`src/rtl/ecc_reg_pkg.sv`:
```
package ecc_reg_pkg;
   localparam int N_ERR        = 2;
   localparam int ERR_SBE      = 0;
   localparam int ERR_DBE      = 1;
   localparam int CSR_SBE_EN   = 0;
   localparam int CSR_DBE_EN   = 1;
   localparam int CSR_INHIBIT  = 2;
   localparam int CSR_LATCH    = 3;
   localparam int CSR_PF       = 4;
   localparam int CSR_SBE_FLAG = 6;
   localparam int CSR_DBE_FLAG = 7;
   localparam int CSR_MIN_W    = 8;

   typedef struct packed {
      logic             latch_first;
      logic             inhibit;
      logic [N_ERR-1:0] irq_en;
   } ecc_ctl_t;
endpackage

```
`src/rtl/ecc_reg_decode.sv`:
```
module ecc_reg_decode #(
   parameter int DATA_W    = 8,
   parameter bit IDLE_ZERO = 1'b1
) (
   input  logic              io_rd,
   input  logic              io_wr,
   input  logic              reg_sel,
   input  logic              base_hit,
   input  logic [DATA_W-1:0] csr_val,
   input  logic [DATA_W-1:0] esr_val,
   output logic              csr_wr,
   output logic              esr_wr,
   output logic [DATA_W-1:0] rdata
);
   logic              rd_hit;
   logic [DATA_W-1:0] sel_val;

   assign csr_wr  = io_wr & base_hit & reg_sel;
   assign esr_wr  = io_wr & base_hit & ~reg_sel;
   assign rd_hit  = io_rd & base_hit;
   assign sel_val = reg_sel ? csr_val : esr_val;

   generate
      if (IDLE_ZERO) begin : g_gated
         assign rdata = rd_hit ? sel_val : '0;
      end else begin : g_open
         assign rdata = sel_val;
      end
   endgenerate
endmodule

```
`src/rtl/ecc_csr_ctrl.sv`:
```
module ecc_csr_ctrl
   import ecc_reg_pkg::*;
#(
   parameter int DATA_W = 8
) (
   input  logic              clk,
   input  logic              rst_n,
   input  logic              init,
   input  logic              csr_wr,
   input  logic [DATA_W-1:0] wdata,
   input  logic [N_ERR-1:0]  err_stb,
   input  logic              pwr_fail,
   output ecc_ctl_t          ctl,
   output logic [N_ERR-1:0]  err_flag,
   output logic              pf_flag,
   output logic              rearm
);
   logic pf_prev;
   logic pf_edge;
   logic pf_clr;

   always_ff @(posedge clk or negedge rst_n) begin
      if (!rst_n) begin
         ctl <= '0;
      end else if (init) begin
         ctl <= '0;
      end else if (csr_wr) begin
         ctl.latch_first <= wdata[CSR_LATCH];
         ctl.inhibit     <= wdata[CSR_INHIBIT];
         ctl.irq_en      <= wdata[CSR_SBE_EN +: N_ERR];
      end
   end

   generate
      for (genvar i = 0; i < N_ERR; i++) begin : g_flag
         logic flag_q;
         logic set_c;
         logic clr_c;
         assign set_c = err_stb[i] & ctl.irq_en[i];
         assign clr_c = csr_wr & ~wdata[CSR_SBE_EN + i];
         always_ff @(posedge clk or negedge rst_n) begin
            if (!rst_n)      flag_q <= 1'b0;
            else if (init)   flag_q <= 1'b0;
            else if (clr_c)  flag_q <= 1'b0;
            else if (set_c)  flag_q <= 1'b1;
         end
         assign err_flag[i] = flag_q;
      end
   endgenerate

   assign pf_edge = pwr_fail & ~pf_prev;
   assign pf_clr  = csr_wr & wdata[CSR_PF];

   always_ff @(posedge clk or negedge rst_n) begin
      if (!rst_n) begin
         pf_prev <= 1'b0;
         pf_flag <= 1'b0;
      end else begin
         pf_prev <= pwr_fail;
         if (init)         pf_flag <= 1'b0;
         else if (pf_clr)  pf_flag <= 1'b0;
         else if (pf_edge) pf_flag <= 1'b1;
      end
   end

   assign rearm = csr_wr & wdata[CSR_LATCH];
endmodule

```
`src/rtl/ecc_esr_capture.sv`:
```
module ecc_esr_capture #(
   parameter int SYN_W  = 6,
   parameter int BANK_W = 2,
   localparam int ESR_W = SYN_W + BANK_W
) (
   input  logic              clk,
   input  logic              rst_n,
   input  logic              init,
   input  logic              esr_wr,
   input  logic              err_any,
   input  logic [SYN_W-1:0]  err_syn,
   input  logic [BANK_W-1:0] err_bank,
   input  logic              latch_first,
   input  logic              rearm,
   output logic [ESR_W-1:0]  esr_val,
   output logic              armed
);
   logic take;
   logic drop_arm;

   assign take     = err_any & ~esr_wr & (~latch_first | armed);
   assign drop_arm = take & latch_first;

   always_ff @(posedge clk or negedge rst_n) begin
      if (!rst_n)      esr_val <= '0;
      else if (init)   esr_val <= '0;
      else if (esr_wr) esr_val <= '0;
      else if (take)   esr_val <= {err_bank, err_syn};
   end

   always_ff @(posedge clk or negedge rst_n) begin
      if (!rst_n)        armed <= 1'b1;
      else if (init)     armed <= 1'b1;
      else if (rearm)    armed <= 1'b1;
      else if (drop_arm) armed <= 1'b0;
   end
endmodule

```
`src/rtl/ecc_status_regs.sv`:
```
module ecc_status_regs
   import ecc_reg_pkg::*;
#(
   parameter int SYN_W     = 6,
   parameter int BANK_W    = 2,
   parameter bit IDLE_ZERO = 1'b1,
   localparam int DATA_W   = SYN_W + BANK_W
) (
   input  logic              clk,
   input  logic              rst_n,
   input  logic              init,
   input  logic              io_rd,
   input  logic              io_wr,
   input  logic              reg_sel,
   input  logic              base_hit,
   input  logic [DATA_W-1:0] wdata,
   output logic [DATA_W-1:0] rdata,
   input  logic              sbe_stb,
   input  logic              dbe_stb,
   input  logic [SYN_W-1:0]  err_syn,
   input  logic [BANK_W-1:0] err_bank,
   input  logic              pwr_fail,
   output logic              irq_sbe,
   output logic              irq_dbe,
   output logic              corr_inhibit,
   output logic              latch_first
);
   generate
      if (DATA_W < CSR_MIN_W) begin : g_bad_width
         $error("ecc_status_regs: SYN_W + BANK_W must be at least 8");
      end
   endgenerate

   logic              csr_wr;
   logic              esr_wr;
   logic              rearm;
   logic              armed;
   logic              pf_flag;
   logic [N_ERR-1:0]  err_flag;
   logic [N_ERR-1:0]  err_stb;
   ecc_ctl_t          ctl;
   logic [DATA_W-1:0] csr_val;
   logic [DATA_W-1:0] esr_val;

   assign err_stb[ERR_SBE] = sbe_stb;
   assign err_stb[ERR_DBE] = dbe_stb;

   ecc_reg_decode #(.DATA_W(DATA_W), .IDLE_ZERO(IDLE_ZERO)) u_decode (
      .io_rd    (io_rd),
      .io_wr    (io_wr),
      .reg_sel  (reg_sel),
      .base_hit (base_hit),
      .csr_val  (csr_val),
      .esr_val  (esr_val),
      .csr_wr   (csr_wr),
      .esr_wr   (esr_wr),
      .rdata    (rdata)
   );

   ecc_csr_ctrl #(.DATA_W(DATA_W)) u_csr (
      .clk      (clk),
      .rst_n    (rst_n),
      .init     (init),
      .csr_wr   (csr_wr),
      .wdata    (wdata),
      .err_stb  (err_stb),
      .pwr_fail (pwr_fail),
      .ctl      (ctl),
      .err_flag (err_flag),
      .pf_flag  (pf_flag),
      .rearm    (rearm)
   );

   ecc_esr_capture #(.SYN_W(SYN_W), .BANK_W(BANK_W)) u_esr (
      .clk         (clk),
      .rst_n       (rst_n),
      .init        (init),
      .esr_wr      (esr_wr),
      .err_any     (sbe_stb | dbe_stb),
      .err_syn     (err_syn),
      .err_bank    (err_bank),
      .latch_first (ctl.latch_first),
      .rearm       (rearm),
      .esr_val     (esr_val),
      .armed       (armed)
   );

   always_comb begin
      csr_val               = '0;
      csr_val[CSR_SBE_EN]   = ctl.irq_en[ERR_SBE];
      csr_val[CSR_DBE_EN]   = ctl.irq_en[ERR_DBE];
      csr_val[CSR_INHIBIT]  = ctl.inhibit;
      csr_val[CSR_LATCH]    = ctl.latch_first;
      csr_val[CSR_PF]       = pf_flag;
      csr_val[CSR_SBE_FLAG] = err_flag[ERR_SBE];
      csr_val[CSR_DBE_FLAG] = err_flag[ERR_DBE];
   end

   assign irq_sbe      = err_flag[ERR_SBE] & ctl.irq_en[ERR_SBE];
   assign irq_dbe      = err_flag[ERR_DBE] & ctl.irq_en[ERR_DBE];
   assign corr_inhibit = ctl.inhibit;
   assign latch_first  = ctl.latch_first;
endmodule

```
`config.mk`:
```
export PLATFORM = sky130hd
export DESIGN_NAME = ecc_status_regs
export DESIGN_NICKNAME = d
export VERILOG_FILES = /design/src/rtl/ecc_reg_pkg.sv /design/src/rtl/ecc_reg_decode.sv /design/src/rtl/ecc_csr_ctrl.sv /design/src/rtl/ecc_esr_capture.sv /design/src/rtl/ecc_status_regs.sv
export SDC_FILE = /design/constraint.sdc
export NUM_CORES = 1
export LEC_CHECK = 0
export ABC_CLOCK_PERIOD_IN_PS = 1100
export BUFFER_PORTS_ARGS = -buffer_cell sky130_fd_sc_hd__buf_2
export CORE_UTILIZATION = 35
export DETAILED_ROUTE_END_ITERATION = 12
export PLACE_DENSITY = 0.69
export RECOVER_POWER = 100
export REMOVE_ABC_BUFFERS = 1
export SYNTH_ARGS = -nofsm -noshare
export SYNTH_HDL_FRONTEND = slang
export SYNTH_SLANG_ARGS = --single-unit
```
`constraint.sdc`:
```
create_clock -name clk -period 1.1 [get_ports clk]
set_input_delay 0.11 -clock clk [delete_from_list [all_inputs] [get_ports clk]]
set_output_delay 0.11 -clock clk [all_outputs]
set_load 0.1 [all_outputs]
```
==> impl_metrics.ini, run 1 <==
[placement]
hpwl_um = 1640
place_inst = 158
dp_slack_ps = -83.1
port_buffers = 34
routabilityCongestion = 0.828

[timing]
worstMarginPinSlew_ps = 819
fmax_mhz = 778
layout_min_cycle_time_ps = 1290
setup_violations = 20
rsz0062_at_grt = yes
slew-limit-headroom_pct = 45.2
fin_crit_sh_pct = 117
final_hold_viol_count = 0
setup_ws_ps = -186
drv_slew = 0
clock_skew_ps = 3.99

[detailed_routing]
first_iter_violations = 21
ant_nets = 0
vias = 880
drc = 0
routed_wl_um = 2500
viasPerCell = 5.09
wire_per_inst_um = 14.4
firstDrtPassIters = 4

[logic_synthesis]
synth_top_cell_area_share_pct = 46.6
synth_cell_types = 24
syn_area_per_cell_um2 = 9.05
yosysSeqAreaShare_pct = 49.6
synth_area_leaders = dfrtp_1 47%, a21oi_1 8.7%, mux2i_1 8.2%
synth.top_cells.by_count = 16 x dfrtp_1, 15 x a21oi_1, 10 x nand2_1, 10 x nor2_1, 9 x nand3_1
synth_ff_type = dfrtp_1
yosysMostFrequentCell = dfrtp_1
synth_cells = 95
synth_top_cell_by_area = dfrtp_1
synthArstFlopShare_pct = 100
yosys_warnings = 0
syn_area_um2 = 860
ys_seq_elements = 17
synth_edf_count = 0

[setup_path]
cp.arrival_ps = 1180
endpoint_kind = primary output
critPathKind = reg -> out
worstPathMaxFanout = 2
reg2regPathDepth = 3
crit_path_start_kind = register
required_ps = 990

[global_routing]
grt_pass1_vias = 865
grt_pass1_wl_um = 3750
grt_max_degree = 18
gr-total-overflow = 0
grt_util_all_layers_pct = 19.2
grt_antenna_before_repair = 0

[die]
initial_core_util_pct = 38.1
rows = 17
die_w_um = 51.6
io_pins = 38
fp.dieArea_um2 = 2660
coreArea_um2 = 2250
die_h_um = 51.6

[clock_tree]
clkLatencyLatePin_ps = 290
cts_buffers = 3
clock_path_buffers = 2
tritoncts = built
clock_tree.root_cell = clkbuf_4
clk_pin_slew_ps = 100
cts_sinks = 17
htree_num_levels = 1

[power]
fin_total_pwr_w = 0.00134
p_leak_nw = 0.669
ir_drop_mv = 0.793
power_density_nw_per_um2 = 922

[outcome]
violations = setup timing
status = finished with violations

[cells_and_area]
finalNetCount = 172
antenna_cells = 0
post_route_cells_drive_above_1_share_pct = 50.3
fill_cells = 214
final_cells = 173
area_growth_pct = 68.6

[hold_path]
hold_path_class = in -> reg
worstHoldPathCells = 3

[run]
drv_cap = 0
state kept, by name, summed over array words and instances, names as in the netlist:
signal and cells:
u_csr.pf_flag 1, u_esr.armed 1, u_csr.ctl 4, u_csr.g_flag.flag_q 2, u_csr.pf_prev 1, u_esr.esr_val 8
metal layers:
metal	global-route usage, %	up-vias	share of wire, %
met5	0	-	0
met4	5.86	0	0.32
li1	-	435	-
met2	34.0	26	54
met3	3.51	2	4.8
met1	23.5	417	41
final timing paths:
check	slack (ps)	from	end
max	-190	u_csr.ctl[3]	rdata[3]
min	50	wdata[2]	u_csr.ctl[2]
max reg2reg	-40	u_esr.armed	u_esr.esr_val[2]
min reg2reg	540	u_esr.esr_val[7]	u_esr.esr_val[7]
max in group asynchronous	470	rst_n	u_esr.armed
min in group asynchronous	290	rst_n	u_esr.esr_val[3]
cell families (layout without fill, tap and decap cells):
logic type	Yosys count	after routing	share of synthesized area [%]
and+or+nand+nor	38	38	20.5
buffers and inverters	6	56	4.08
DFF	17	17	49.6
AOI/OAI and AO/OA	27	27	17.6
muxes	7	7	8.15
layout by cell type (no fill, tap or decap), drive strengths merged:
master / n
mux2i: 7
dfrtp: 16
and2b: 1
buf: 44
clkinv: 1
a211oi: 1
nand2: 10
nor3: 2
o21bai: 1
and2: 2
dfstp: 1
a221o: 1
and3: 1
o21ai: 8
inv: 1
a21oi: 15
nor2: 10
or2: 1
nand3: 9
dlygate4sd3: 3
nand2b: 1
clkbuf: 7
o211ai: 1
nor3b: 1
worst max-delay path: stages, from the launching register on:
cell and delay, ps:
dfrtp_1 420, mux2i_1 220, nor2_2 80, buf_12 170
area by class of cell:
cell class	instances	area [um^2]	area share [%]
timing repair buffer	51	489	33.8
multi-input combinational	72	467	32.2
tap	28	35.0	2.42
inverter	1	3.75	0.259
sequential	17	427	29.4
clock buffer	3	22.5	1.55
clock inverter	1	5.00	0.345
per-stage QoR:
stage               hold WS, ps  utilization (%)  TNS, ps  cell area, um^2
floorplan                  -186                -   -12710              828
global placement           47.3             55.8     -386             1260
detailed placement         58.3             55.8     -534             1260
CTS                        50.0             60.8    -1500             1370
global route               54.6             64.3    -2600             1450
finish                     48.7             64.3    -1700             1450
timing repair:
action	in CTS	in global routing
endpoints found under the hold margin	18	0
buffers inserted	3	6
resized for setup	20	14
pin swaps	4	13
hold buffers	3	0
setup endpoints to repair	20	20
power breakdown:
group / leakage [nW] / switching [W] / total [W] / internal, W
Clock: 0.0177 / 0.000209 / 0.000344 / 0.000135
Combinational: 0.427 / 0.000184 / 0.000318 / 0.000133
Sequential: 0.224 / 0.0000195 / 0.000674 / 0.000654
Total: 0.669 / 0.000413 / 0.00134 / 0.000923
No activity file was read; power rests on OpenSTA's default activity.
==> run 2: changes to the inputs <==
REMOVE_ABC_BUFFERS = unset   (was 1)
==> run 2 against run 1 <==
  * The run still ends with setup timing left
  * Combinational power grew 5%
  * Critical path type unchanged
  * Utilization grew 1.3 points
  * Hold slack gained 2.8 ps
  * Final cell count shrank 3.5%
  * Sequential power grew 0.7%
  * Total power grew 1.4%
  * Sequential share of layout area shrank 0.066 points
  * Die area is the same
  * Cell area grew 2.0%
  * First-iteration DRC count shrank 24%
==> impl_metrics.ini, run 2 (same netlist as run 1, synthesis figures left out) <==
[outcome]
status = finished with violations
violations = setup timing

[clock_tree]
clock_tree.root_cell = clkbuf_4
htree_num_levels = 1
clkLatencyLatePin_ps = 290
clock_path_buffers = 2
cts_sinks = 17
cts_buffers = 3
clk_pin_slew_ps = 100
tritoncts = built

[setup_path]
endpoint_kind = primary output
required_ps = 990
slowest_delay_ps = 510
r2r_start = u_esr.armed
worstPathCellList = mux2i_4, nor2_4, buf_12
cp_slowest_cell = dfrtp_4
crit_buf_inv = 1
critPathTopFamily = flip-flops
crit_path_start_kind = register
crit_start = u_csr.ctl[3]
worstPathMaxFanout = 4
cp.arrival_ps = 1200
critPathKind = reg -> out

[die]
io_pins = 38
coreArea_um2 = 2250
rows = 17
die_h_um = 51.6
initial_core_util_pct = 38.1
fp.dieArea_um2 = 2660
die_w_um = 51.6

[power]
ir_drop_mv = 0.664
power_density_nw_per_um2 = 917
p_leak_nw = 0.625
seqPwrFrac_pct = 50.1
netSwitchingFraction_pct = 30.6
intPower_w = 0.000940
clkPwrFrac_pct = 25.2
p_switching_w = 0.000414
fin_total_pwr_w = 0.00135
p_comb_share_pct = 24.7

[cells_and_area]
antenna_cells = 0
finish.utilization_pct = 65.5
fill_cells = 183
layout_common_cells = 20 x buf_2, 15 x a21oi_1, 14 x buf_12, 14 x dfrtp_1
largest_reg_flops = 8
finalNetCount = 166
regMostFlops = u_esr.esr_val
post_route_cells_drive_above_1_share_pct = 47.5
stdcell_area_um2 = 1480
layout_commonest_cell = buf_2
area_growth_pct = 71.9
reg.largest.list = u_esr.esr_val x8, u_csr.ctl x4, u_csr.g_flag.flag_q x2

[detailed_routing]
wire_per_inst_um = 14.0
viasPerCell = 5.13
drc = 0
vias = 856
ant_nets = 0
firstDrtPassIters = 4
first_iter_violations = 16
routed_wl_um = 2330

[placement]
port_buffers = 34
dp_slack_ps = -78.9
routabilityCongestion = 0.863
postPlaceCellArea_um2 = 1380
hpwl_um = 1770

[run]
drv_cap = 0

[hold_path]
hp-start = wdata[0]
hold_path_class = in -> reg

[timing]
fmax_mhz = 761
setup_ws_ps = -213
clock_skew_ps = 2.23
final_hold_viol_count = 0
layout_min_cycle_time_ps = 1310
slew-limit-headroom_pct = 71.6
fin_crit_sh_pct = 119
drv_slew = 0
worstMarginPinSlew_ps = 426
setup_violations = 20
rsz0062_at_grt = yes

[global_routing]
grt_pass1_vias = 872
grt_pass1_wl_um = 3860
grt_util_all_layers_pct = 20.8
busiest_layer = met2
grtUsageMet2_pct = 34.2
grt_use_met1_pct = 25.5
grt_antenna_before_repair = 0
gr-total-overflow = 0
use_met3_pct = 3.51
grt_max_degree = 18

[logic_synthesis]
syn_nets = 121
-- run 2: changes by cell type in the layout (fill, tap and decap cells not counted), moves of 4 or more --
| cell | delta |
|---|---|
| mux2i_1 | -6 |
| buf_4 | -5 |
| o21ai_2 | -6 |
| mux2i_2 | +4 |
| nor2_4 | +7 |
| o21ai_1 | +6 |
| nor2_2 | -6 |
-- run 2: worst paths after layout --
check | cells past startpoint | slack (ps) | endpoint
max reg2reg | 3 | -100 | u_esr.esr_val[2]
max | 3 | -210 | rdata[3]
min reg2reg | 2 | 570 | u_esr.esr_val[1]
max in group asynchronous | 2 | 500 | u_csr.ctl[3]
min | 3 | 50 | u_csr.ctl[0]
min in group asynchronous | 2 | 270 | u_esr.esr_val[2]
-- run 2: layer usage --
metal  wire length, um  up-vias
met5                 0        -
met4                46        0
met3               104        4
met2              1210       24
met1               969      408
li1                  -      420
-- run 2: what timing repair did --
item,4_1_cts,5_1_grt
pin swaps,4,0
setup buffers,2,1
hold buffers,3,0
endpoints found under the hold margin,18,0
cloned,0,0
resized for setup,6,2
setup endpoints to repair,20,21
-- run 2: final cells by class --
| type | count | area [um^2] | share of cell area (%) |
|---|---|---|---|
| sequential | 17 | 434 | 29.4 |
| clock buffer | 4 | 26.3 | 1.78 |
| tap | 28 | 35.0 | 2.37 |
| inverter | 1 | 3.75 | 0.254 |
| multi-input combinational | 72 | 514 | 34.8 |
| timing repair buffer | 45 | 464 | 31.4 |
-- run 2: metrics by stage --
stage                     instances  hold WS, ps  TNS, ps
after global routing            167         50.3    -3510
after global placement          157         46.2     -180
final                           167         51.5    -2350
after detailed placement        157         55.4     -466
after floorplan                  95         -186    -1810
after CTS                       166         42.4    -2500
-- run 2: power groups by stage --
stage | Clock [W] | Combinational (W) | Sequential [W]
2_1_floorplan | 0 | 0.000167 | 0.000701
3_3_place_gp | 0 | 0.000309 | 0.000688
3_5_place_dp | 0 | 0.000316 | 0.000689
4_1_cts | 0.000347 | 0.000334 | 0.000678
5_1_grt | 0.000367 | 0.000360 | 0.000682
6_report | 0.000341 | 0.000334 | 0.000679
-- run 2: worst reg2reg max path, cell delays in order, from the launching register on --
cell	delay, ps
dfstp_2	550
nand2b_1	290
nand3_1	140
a21oi_1	150
